<file path="src/rtl/bhc_pkg.sv">
package bhc_pkg;

    // Sequencer states: bus owned by the CPU, enables dropped, granted, returning
    typedef enum logic [1:0] {
        ST_OWN   = 2'd0,
        ST_REL   = 2'd1,
        ST_GRANT = 2'd2,
        ST_RET   = 2'd3
    } hold_st_e;

    typedef struct packed {
        logic drive;   // pins driven by this side
        logic ack_n;   // acknowledge level
    } bus_ctl_t;

    function automatic bus_ctl_t ctl_of(hold_st_e s);
        bus_ctl_t c;
        case (s)
            ST_OWN:   begin c.drive = 1'b1; c.ack_n = 1'b1; end
            ST_REL:   begin c.drive = 1'b0; c.ack_n = 1'b1; end
            ST_GRANT: begin c.drive = 1'b0; c.ack_n = 1'b0; end
            default:  begin c.drive = 1'b0; c.ack_n = 1'b1; end
        endcase
        return c;
    endfunction

endpackage

</file>
<file path="src/rtl/bhc_sync.sv">
module bhc_sync #(
    parameter int STAGES = 2
) (
    input  logic clk,
    input  logic rst,
    input  logic d,
    output logic q
);
    logic [STAGES-1:0] chain;

    // During reset the chain is preloaded with the live pin level
    always_ff @(posedge clk) begin
        if (rst) chain <= {STAGES{d}};
        else     chain <= {chain[STAGES-2:0], d};
    end

    assign q = chain[STAGES-1];
endmodule

</file>
<file path="src/rtl/bhc_fsm.sv">
module bhc_fsm
    import bhc_pkg::*;
(
    input  logic     clk,
    input  logic     rst,
    input  logic     pin_req_n,
    input  logic     req_act,
    input  logic     refuse,
    input  logic     busy,
    output hold_st_e st
);
    hold_st_e st_nx;

    always_comb begin
        st_nx = st;
        case (st)
            ST_OWN:   if (req_act && !refuse && !busy) st_nx = ST_REL;
            ST_REL:   st_nx = (!req_act || refuse) ? ST_RET : ST_GRANT;
            ST_GRANT: if (!req_act || (refuse && !busy)) st_nx = ST_RET;
            default:  st_nx = ST_OWN;
        endcase
    end

    always_ff @(posedge clk) begin
        if (rst) st <= pin_req_n ? ST_OWN : ST_GRANT;
        else     st <= st_nx;
    end
endmodule

</file>
<file path="src/rtl/bhc_oe_map.sv">
module bhc_oe_map #(
    parameter int DATA_W    = 32,
    parameter int NUM_WE    = 2,
    parameter int NUM_ZONES = 3
) (
    input  logic                 drive,
    input  logic                 narrow,
    output logic                 addr_oe,
    output logic [DATA_W-1:0]    data_oe,
    output logic [NUM_WE-1:0]    we_oe,
    output logic                 rd_oe,
    output logic                 rw_oe,
    output logic [NUM_ZONES-1:0] zcs_oe
);
    localparam int HALF_W = DATA_W / 2;

    assign addr_oe = drive;
    assign rd_oe   = drive;
    assign rw_oe   = drive;

    for (genvar i = 0; i < DATA_W; i++) begin : g_data
        if (i < HALF_W) begin : g_lo
            assign data_oe[i] = drive;
        end else begin : g_hi
            assign data_oe[i] = drive & ~narrow;
        end
    end

    for (genvar w = 0; w < NUM_WE; w++) begin : g_we
        assign we_oe[w] = drive;
    end

    for (genvar z = 0; z < NUM_ZONES; z++) begin : g_zcs
        assign zcs_oe[z] = drive;
    end
endmodule

</file>
<file path="src/rtl/bus_hold_ctrl.sv">
module bus_hold_ctrl
    import bhc_pkg::*;
#(
    parameter int DATA_W    = 32,
    parameter int NUM_WE    = 2,
    parameter int NUM_ZONES = 3,
    parameter int SYNC_N    = 2
) (
    input  logic                 clk,
    input  logic                 rst,
    input  logic                 hold_req_n,
    input  logic                 mode_wr_en,
    input  logic                 mode_wr_val,
    input  logic                 ext_busy,
    input  logic                 cpu_ext_req,
    input  logic                 narrow_mode,
    output logic                 hold_ack_n,
    output logic                 addr_oe,
    output logic [DATA_W-1:0]    data_oe,
    output logic [NUM_WE-1:0]    we_oe,
    output logic                 rd_oe,
    output logic                 rw_oe,
    output logic [NUM_ZONES-1:0] zcs_oe,
    output logic                 ext_stall
);
    logic     req_n_s;
    logic     refuse;
    hold_st_e st;
    bus_ctl_t ctl;

    bhc_sync #(.STAGES(SYNC_N)) i_sync (
        .clk (clk),
        .rst (rst),
        .d   (hold_req_n),
        .q   (req_n_s)
    );

    // Refusal bit, cleared by system reset
    always_ff @(posedge clk) begin
        if (rst)             refuse <= 1'b0;
        else if (mode_wr_en) refuse <= mode_wr_val;
    end

    bhc_fsm i_fsm (
        .clk       (clk),
        .rst       (rst),
        .pin_req_n (hold_req_n),
        .req_act   (~req_n_s),
        .refuse    (refuse),
        .busy      (ext_busy),
        .st        (st)
    );

    assign ctl        = ctl_of(st);
    assign hold_ack_n = ctl.ack_n;
    assign ext_stall  = cpu_ext_req & ~ctl.drive;

    bhc_oe_map #(
        .DATA_W    (DATA_W),
        .NUM_WE    (NUM_WE),
        .NUM_ZONES (NUM_ZONES)
    ) i_map (
        .drive   (ctl.drive),
        .narrow  (narrow_mode),
        .addr_oe (addr_oe),
        .data_oe (data_oe),
        .we_oe   (we_oe),
        .rd_oe   (rd_oe),
        .rw_oe   (rw_oe),
        .zcs_oe  (zcs_oe)
    );
endmodule

</file>
<file path="config.mk">
export PLATFORM = sky130hd
export DESIGN_NAME = bus_hold_ctrl
export DESIGN_NICKNAME = d
export VERILOG_FILES = /design/src/rtl/bhc_pkg.sv /design/src/rtl/bhc_sync.sv /design/src/rtl/bhc_fsm.sv /design/src/rtl/bhc_oe_map.sv /design/src/rtl/bus_hold_ctrl.sv
export SDC_FILE = /design/constraint.sdc
export NUM_CORES = 1
export LEC_CHECK = 0
export BUFFER_PORTS_ARGS = -buffer_cell sky130_fd_sc_hd__buf_2
export CAP_MARGIN = 20
export CORE_UTILIZATION = 39
export DETAILED_ROUTE_END_ITERATION = 7
export PLACE_DENSITY = 0.84
export SLEW_MARGIN = 25
export SYNTH_ARGS = -nofsm -noshare
export SYNTH_HDL_FRONTEND = slang
export SYNTH_SLANG_ARGS = --single-unit
</file>
<file path="constraint.sdc">
create_clock -name clk -period 5 [get_ports clk]
set_clock_uncertainty 0.15 [all_clocks]
set_input_delay 1.25 -clock clk [delete_from_list [all_inputs] [get_ports clk]]
set_output_delay 1.25 -clock clk [all_outputs]
set_load 0.005 [all_outputs]
</file>
Word-level counts from Yosys, hierarchy flattened. Cells that the tools add are included.

Register bits: 5. Input bits: 8. Output and inout bits: 42. Logic and storage cells: 29.

Equal/unequal tests: 4. Muxes and demuxes: 8. Bitwise logic cells: 5. Reductions and logical operators: 9.

Operators by type and width (number): $mux 2 (5); $ne 3x2->1 const B (2); $pmux 2 s3 (1); $pmux 2 s2 (1); $logic_and 1x1->1 (3); $not 1->1 (3); $and 1x1->1 (2); $eq 2x1->1 const B (1); $eq 2x2->1 const B (1); $logic_not 1->1 (2); $logic_not 2->1 (1); $logic_or 1x1->1 (2); $reduce_and 2->1 (1); $mux 1 (1).

Depth between registers and ports, before layout. Gate-level depths: netlist of the first run.

Word-level depth: 6. Mapped depth: 5. Depth with buffers taken out: 5.

Modules after synthesis. Synthesis of the first run repeated with hierarchy kept, for this count alone.

Cell total of the unflattened synthesis: 68. Area total of the unflattened synthesis: 591.8 sq um.

Modules (own cells, without submodules): bhc_oe_map (instances 1, cells each 40, area an instance 306.5 sq um, seq. area each 0.0 sq um); bhc_fsm (instances 1, cells each 18, area an instance 176.4 sq um, seq. area each 60.1 sq um); bhc_sync (instances 1, cells each 3, area an instance 55.1 sq um, seq. area each 40.0 sq um); bus_hold_ctrl (instances 1, cells each 7, area an instance 53.8 sq um, seq. area each 20.0 sq um).

Worst setup path before layout of the first run. OpenSTA, ideal clock, no wires.

Path type: input-to-output. Start: input narrow_mode. End: output data_oe[17]. Arrival time: 2.075 ns. Setup slack: 1.525 ns. Stages on the path: 2. Cell sequence: nor2b_1 > buf_4.

Word-level cells in the longest chain between the ends: 2.

Ends and longest elaborated chain: start, declared (line bus_hold_ctrl.sv:16) `input logic narrow_mode,`; $not 1->1 (line bhc_oe_map.sv:25) `assign data_oe[i] = drive & ~narrow;`; $and 1x1->1 (line bhc_oe_map.sv:25); end, declared (line bus_hold_ctrl.sv:19) `output logic [DATA_W-1:0] data_oe,`.

Every way passes these cells.

Worst setup path after layout of the first run.
Start: register i_fsm.st[0]. End: output data_oe[20].

Word-level cells in the longest chain between the ends: 3.

Ends and longest elaborated chain: start, declared (line bhc_fsm.sv:10) `output hold_st_e st`; start signal, assigned (line bhc_fsm.sv:25) `if (rst) st <= pin_req_n ? ST_OWN : ST_GRANT;`; start signal, assigned (line bhc_fsm.sv:26) `else st <= st_nx;`; $eq 2x2->1 or $logic_not 2->1 (tied branches) (line bhc_pkg.sv:18) `case (s)`; $pmux 2 s2 (*) (line bhc_pkg.sv:18); $and 1x1->1 (*) (line bhc_oe_map.sv:25).

Mark *: on every way between the ends. The rest lies on a longest branch, timed or not.

==> results of run 1 <==
## registers in the layout (all words and copies together), names as in the netlist
register,flops
i_fsm.st,2
refuse,1
i_sync.chain,2
## metrics by stage
stage | instance area [um^2] | util (%) | cells
5_1_grt | 577 | 43.2 | 96
3_5_place_dp | 551 | 41.3 | 92
4_1_cts | 577 | 43.2 | 96
2_1_floorplan | 572 | - | 66
3_3_place_gp | 551 | 41.3 | 92
6_report | 577 | 43.2 | 96
## worst min-delay path by stage
stage / startpoint / depth (start not counted) / slack, ns / endpoint
2_1_floorplan: i_sync.chain[0] / 1 / 0.28 / i_sync.chain[1]
3_3_place_gp: i_sync.chain[0] / 1 / 0.29 / i_sync.chain[1]
3_5_place_dp: i_sync.chain[0] / 1 / 0.31 / i_sync.chain[1]
4_1_cts: i_sync.chain[0] / 1 / 0.32 / i_sync.chain[1]
5_1_grt: i_sync.chain[0] / 1 / 0.34 / i_sync.chain[1]
6_report: i_sync.chain[0] / 1 / 0.31 / i_sync.chain[1]
## where the power goes
group	internal [W]	leakage (nW)	switching, W
Clock	0.0000301	0.0150	0.0000161
Sequential	0.0000564	0.0465	0.00000756
Combinational	0.000127	0.314	0.000128
## worst register-to-register path: cells and delay by family, from the launching register on
family                     cells  cell delay (ns)
AOI/OAI and AO/OA              1             0.15
adders and majority gates      1             0.24
buffers and inverters          1             0.09
and+or+nand+nor                2             0.28
DFF                            1             0.38
## cells in the mapped netlist
cell / count / share of area, %
o21ai_0: 2 / 1.8
edfxtp_1: 2 / 11
ha_1: 5 / 11
mux2i_1: 2 / 3.5
inv_1: 5 / 3.3
a211oi_1: 1 / 1.3
nor4_1: 1 / 1.1
mux2_2: 1 / 2.0
nor3_1: 1 / 0.87
a21oi_1: 1 / 0.87
buf_4: 38 / 50
nor2_1: 2 / 1.3
dfxtp_1: 3 / 11
nor2b_1: 2 / 2.2
## area by class of cell
| class | count | area (um^2) | share of cell area, % |
|---|---|---|---|
| clock buffers | 4 | 26.3 | 4.56 |
| inverters | 5 | 18.8 | 3.25 |
| multi-input cells | 18 | 148 | 25.6 |
| flip-flops and latches | 5 | 120 | 20.8 |
| well taps | 15 | 18.8 | 3.25 |
| repair buffers | 49 | 245 | 42.5 |
## layer usage
metal	global-route usage (%)	vias up	wire (um)
met1	9.43	163	301
met3	3.33	2	74
met5	0	-	0
met4	10.0	0	9
met2	18.1	26	422
li1	-	202	-
## kinds of logic after synthesis
| group | count (synthesis) | synth area share, % |
|---|---|---|
| AOI/OAI and AO/OA | 4 | 3.94 |
| adders and majority gates | 5 | 10.9 |
| buffers and inverters | 43 | 53.2 |
| DFF | 5 | 21.0 |
| muxes | 3 | 5.47 |
| and+or+nand+nor | 6 | 5.47 |
==> flow_summary.json, run 1 <==
{
  "critPathMaxFanout": 26,
  "worst-path-buf-inv": 2,
  "postCtsHoldBufs": 0,
  "yosys_warnings": 0,
  "power.density_nw_per_um2": 633,
  "cp_cell_sequence": "inv_1 -> ha_1 -> nor2b_1 -> buf_2",
  "cts_setup_buffers": 0,
  "crit_type": "flop to primary output",
  "fin_ws_ns": 1.46,
  "startpoint": "i_fsm.st[0]",
  "syn-num-nets": 79,
  "grt_setup_unrepaired": "no",
  "dr.pass1.iters": 3,
  "endpoint_kind": "primary output",
  "required_ns": 3.60,
  "die_y_um": 40.3,
  "cp-endpoint": "data_oe[20]",
  "wl_per_cell_um": 8.41,
  "ys_ff_latch": 5,
  "cp_slowest_cell": "nor2b_1",
  "cp.arrival_ns": 2.14,
  "vias": 393,
  "drive_gt1_share_pct": 65.4,
  "critPathMaxStageDelay_ns": 0.60,
  "drv_cap": 0,
  "period_share_pct": 70.7,
  "drc_errors": 0,
  "r2r_cells": 5,
  "final_cell_mix": "buf_2 (49), inv_1 (5), ha_1 (5)",
  "io_pins": 50,
  "drt_iter0_markers": 1,
  "dieArea_um2": 1620,
  "netlist_area_um2": 572,
  "max_freq_mhz": 283,
  "ys_types": 14,
  "viasPerCell": 4.09,
  "track_usage_pct": 10.5,
  "grt_pass1_vias": 246,
  "fillers": 148,
  "core_area_um2": 1330,
  "drv_slew": 0,
  "grt_max_degree": 27,
  "grt_overflow_total": 0,
  "start_util_pct": 42.9,
  "r2r-end": "i_fsm.st[1]",
  "syn_to_final_growth_pct": 0.875,
  "die_x_um": 40.3,
  "fp-row-count": 13,
  "htree_levels": 1,
  "hp-class": "flop to flop",
  "fin_nets": 95,
  "synthCells": 66,
  "r2r_slack_ns": 3.37,
  "finalPower_w": 0.000365,
  "pre_cts_slack_ns": 1.49,
  "dp.final_hpwl_um": 655,
  "port_buffers": 49,
  "cts_root_buf": "clkbuf_4",
  "grt_pass1_wl_um": 1040,
  "status": "completed",
  "cts-resized-gates": 0,
  "numCtsBuffers": 3,
  "worst_hold_slack_ns": 0.312,
  "cp.depth": 4,
  "max-vdd-ir-drop_uv": 296,
  "synth_area_per_cell_um2": 8.66,
  "post-route-min-period_ns": 3.54,
  "insertedDiodeCount": 0,
  "cp-start-kind": "flop",
  "cts_max_path_buffers": 2,
  "hold_violations": 0,
  "ant_nets": 0,
  "seq_area_frac_synth_pct": 21.0,
  "cts_tree": "yes",
  "finalSetupViolCount": 0,
  "insertion_delay_ns": 0.24,
  "tightest_slew_ns": 0.632,
  "wirelength_um": 807,
  "cts.clk_slew.worst_paths_ns": 0.04,
  "tns_ns": 0,
  "cp_top_family": "simple AND/OR/NAND/NOR gates",
  "final_common_cell": "buf_2",
  "clock_sinks": 5,
  "r2r-start": "i_fsm.st[0]",
  "place_congestion": 0.581,
  "leakage_nw": 0.376,
  "antenna_found_initial": 0,
  "slew_headroom_pct": 57.8
}
Power figures use the tool's default switching activity.
==> run 2: changes to the inputs <==
--- a/config.mk
+++ b/config.mk
@@ -7,9 +7,9 @@
 export LEC_CHECK = 0
 export BUFFER_PORTS_ARGS = -buffer_cell sky130_fd_sc_hd__buf_2
 export CAP_MARGIN = 20
-export CORE_UTILIZATION = 39
+export CORE_UTILIZATION = 33
 export DETAILED_ROUTE_END_ITERATION = 7
-export PLACE_DENSITY = 0.84
+export PLACE_DENSITY = 0.76
 export SLEW_MARGIN = 25
 export SYNTH_ARGS = -nofsm -noshare
 export SYNTH_HDL_FRONTEND = slang
==> constraint.sdc (replaced) <==
create_clock -name clk -period 2.9 [get_ports clk]
set_clock_uncertainty 0.15 [all_clocks]
set_input_delay 0.725 -clock clk [delete_from_list [all_inputs] [get_ports clk]]
set_output_delay 0.725 -clock clk [all_outputs]
set_load 0.005 [all_outputs]
==> flow_summary.json, run 2 (synthesized netlist as in run 1, its figures left out) <==
{
  "hp-class": "flop to flop",
  "dieArea_um2": 1900,
  "drv_slew": 0,
  "antenna_found_initial": 0,
  "fillers": 168,
  "critPathMaxFanout": 26,
  "grt_pass1_wl_um": 1030,
  "drv_cap": 0,
  "required_ns": 2.03,
  "insertion_delay_ns": 0.24,
  "period_share_pct": 92.4,
  "core_area_um2": 1560,
  "dr.pass1.iters": 5,
  "cts_max_path_buffers": 2,
  "drt_iter0_markers": 6,
  "status": "finished, violations left",
  "cts_setup_buffers": 0,
  "grt_setup_unrepaired": "no",
  "cts.clk_slew.worst_paths_ns": 0.04,
  "fp-row-count": 14,
  "cts_root_buf": "clkbuf_4",
  "leakage_nw": 0.381,
  "crit_type": "flop to primary output",
  "p_sw_w": 0.000263,
  "finalSetupViolCount": 0,
  "finalPower_w": 0.000636,
  "violations": "DRC",
  "power.density_nw_per_um2": 1090,
  "worst_hold_slack_ns": 0.299,
  "fin_nets": 96,
  "drive_gt1_share_pct": 65.9,
  "numCtsBuffers": 3,
  "htree_levels": 1,
  "wirelength_um": 775,
  "p_sw_share_pct": 41.3,
  "die_y_um": 43.6,
  "max-vdd-ir-drop_uv": 413,
  "grt_pass1_vias": 253,
  "tns_ns": 0,
  "p_comb_share_pct": 70.4,
  "start_util_pct": 36.7,
  "clock_sinks": 5,
  "io_pins": 50,
  "seqPwrFrac_pct": 17.3,
  "postCtsHoldBufs": 0,
  "cts-resized-gates": 0,
  "endpoint_kind": "primary output",
  "ant_nets": 0,
  "grt_max_degree": 27,
  "port_buffers": 49,
  "drc_errors": 6,
  "vias": 396,
  "slew_headroom_pct": 62.5,
  "p_int_w": 0.000373,
  "wl_per_cell_um": 7.91,
  "top_regs": "i_fsm.st: 2 flops, i_sync.chain: 2 flops, refuse: 1 flops",
  "final_common_cell": "buf_2",
  "dp.final_hpwl_um": 635,
  "grt_overflow_total": 0,
  "cp.arrival_ns": 1.80,
  "syn_to_final_growth_pct": 2.41,
  "cp-start-kind": "flop",
  "die_x_um": 43.6,
  "hold_violations": 0,
  "viasPerCell": 4.04,
  "insertedDiodeCount": 0,
  "track_usage_pct": 7.68,
  "final-seq-area_um2": 120,
  "max_freq_mhz": 373,
  "post-route-min-period_ns": 2.68,
  "multi_input_area_um2": 148,
  "clockPowerShare_pct": 12.3,
  "cts_tree": "yes",
  "tightest_slew_ns": 0.562,
  "place_congestion": 0.674,
  "final_cell_mix": "buf_2 (49), inv_1 (5), ha_1 (5)"
}
run 2: changes by cell type in the layout (fill, tap and decap cells not counted):
cell / previous run / this run
buf_4: 0 / 1
run 2: metrics by stage:
step	setup WS [ns]	instances	utilization [%]	cell area, um^2
global placement	0.537	94	35.9	559
global route	0.0235	98	37.6	586
CTS	0.184	98	37.6	586
floorplan	0.00986	66	-	572
finish	0.221	98	37.6	586
detailed placement	0.433	94	35.9	559
run 2: final timing paths:
path                                 startpoint              end  slack, ns  depth (start not counted)
worst min register to register  i_sync.chain[0]  i_sync.chain[1]       0.30                          1
worst min-delay path            i_sync.chain[0]  i_sync.chain[1]       0.30                          1
worst max-delay path                i_fsm.st[0]      data_oe[25]       0.22                          5
worst max register to register      i_fsm.st[0]      i_fsm.st[0]       1.35                          5
run 2: worst max-delay path, stage by stage, from the launching register on:
cell      delay, ns
edfxtp_1       0.41
inv_1          0.13
ha_1           0.53
nor2b_1        0.20
buf_4          0.17
buf_2          0.13
run 2: power groups by stage:
stage | sequential (W) | clock, W | combinational, W
after detailed placement | 0.000111 | 0 | 0.000457
after global routing | 0.000111 | 0.0000890 | 0.000501
after global placement | 0.000109 | 0 | 0.000448
final | 0.000110 | 0.0000781 | 0.000448
after CTS | 0.000110 | 0.0000813 | 0.000457
after floorplan | 0.000108 | 0 | 0.000522
run 2: per-layer routing:
layer	share of wire, %	wire, um	GRT usage [%]	vias to the layer above
li1	-	-	-	201
met1	37	289	7.20	163
met2	49	379	12.8	30
met3	11	89	2.50	2
met4	2.2	17	7.50	0
met5	0	0	0	-
run 2: layout make-up:
cell class              count  share of cell area (%)
repair buffers             50                    43.2
multi-input cells          18                    25.2
flip-flops and latches      5                    20.5
clock buffers               4                    4.49
well taps                  16                    3.42
inverters                   5                    3.21
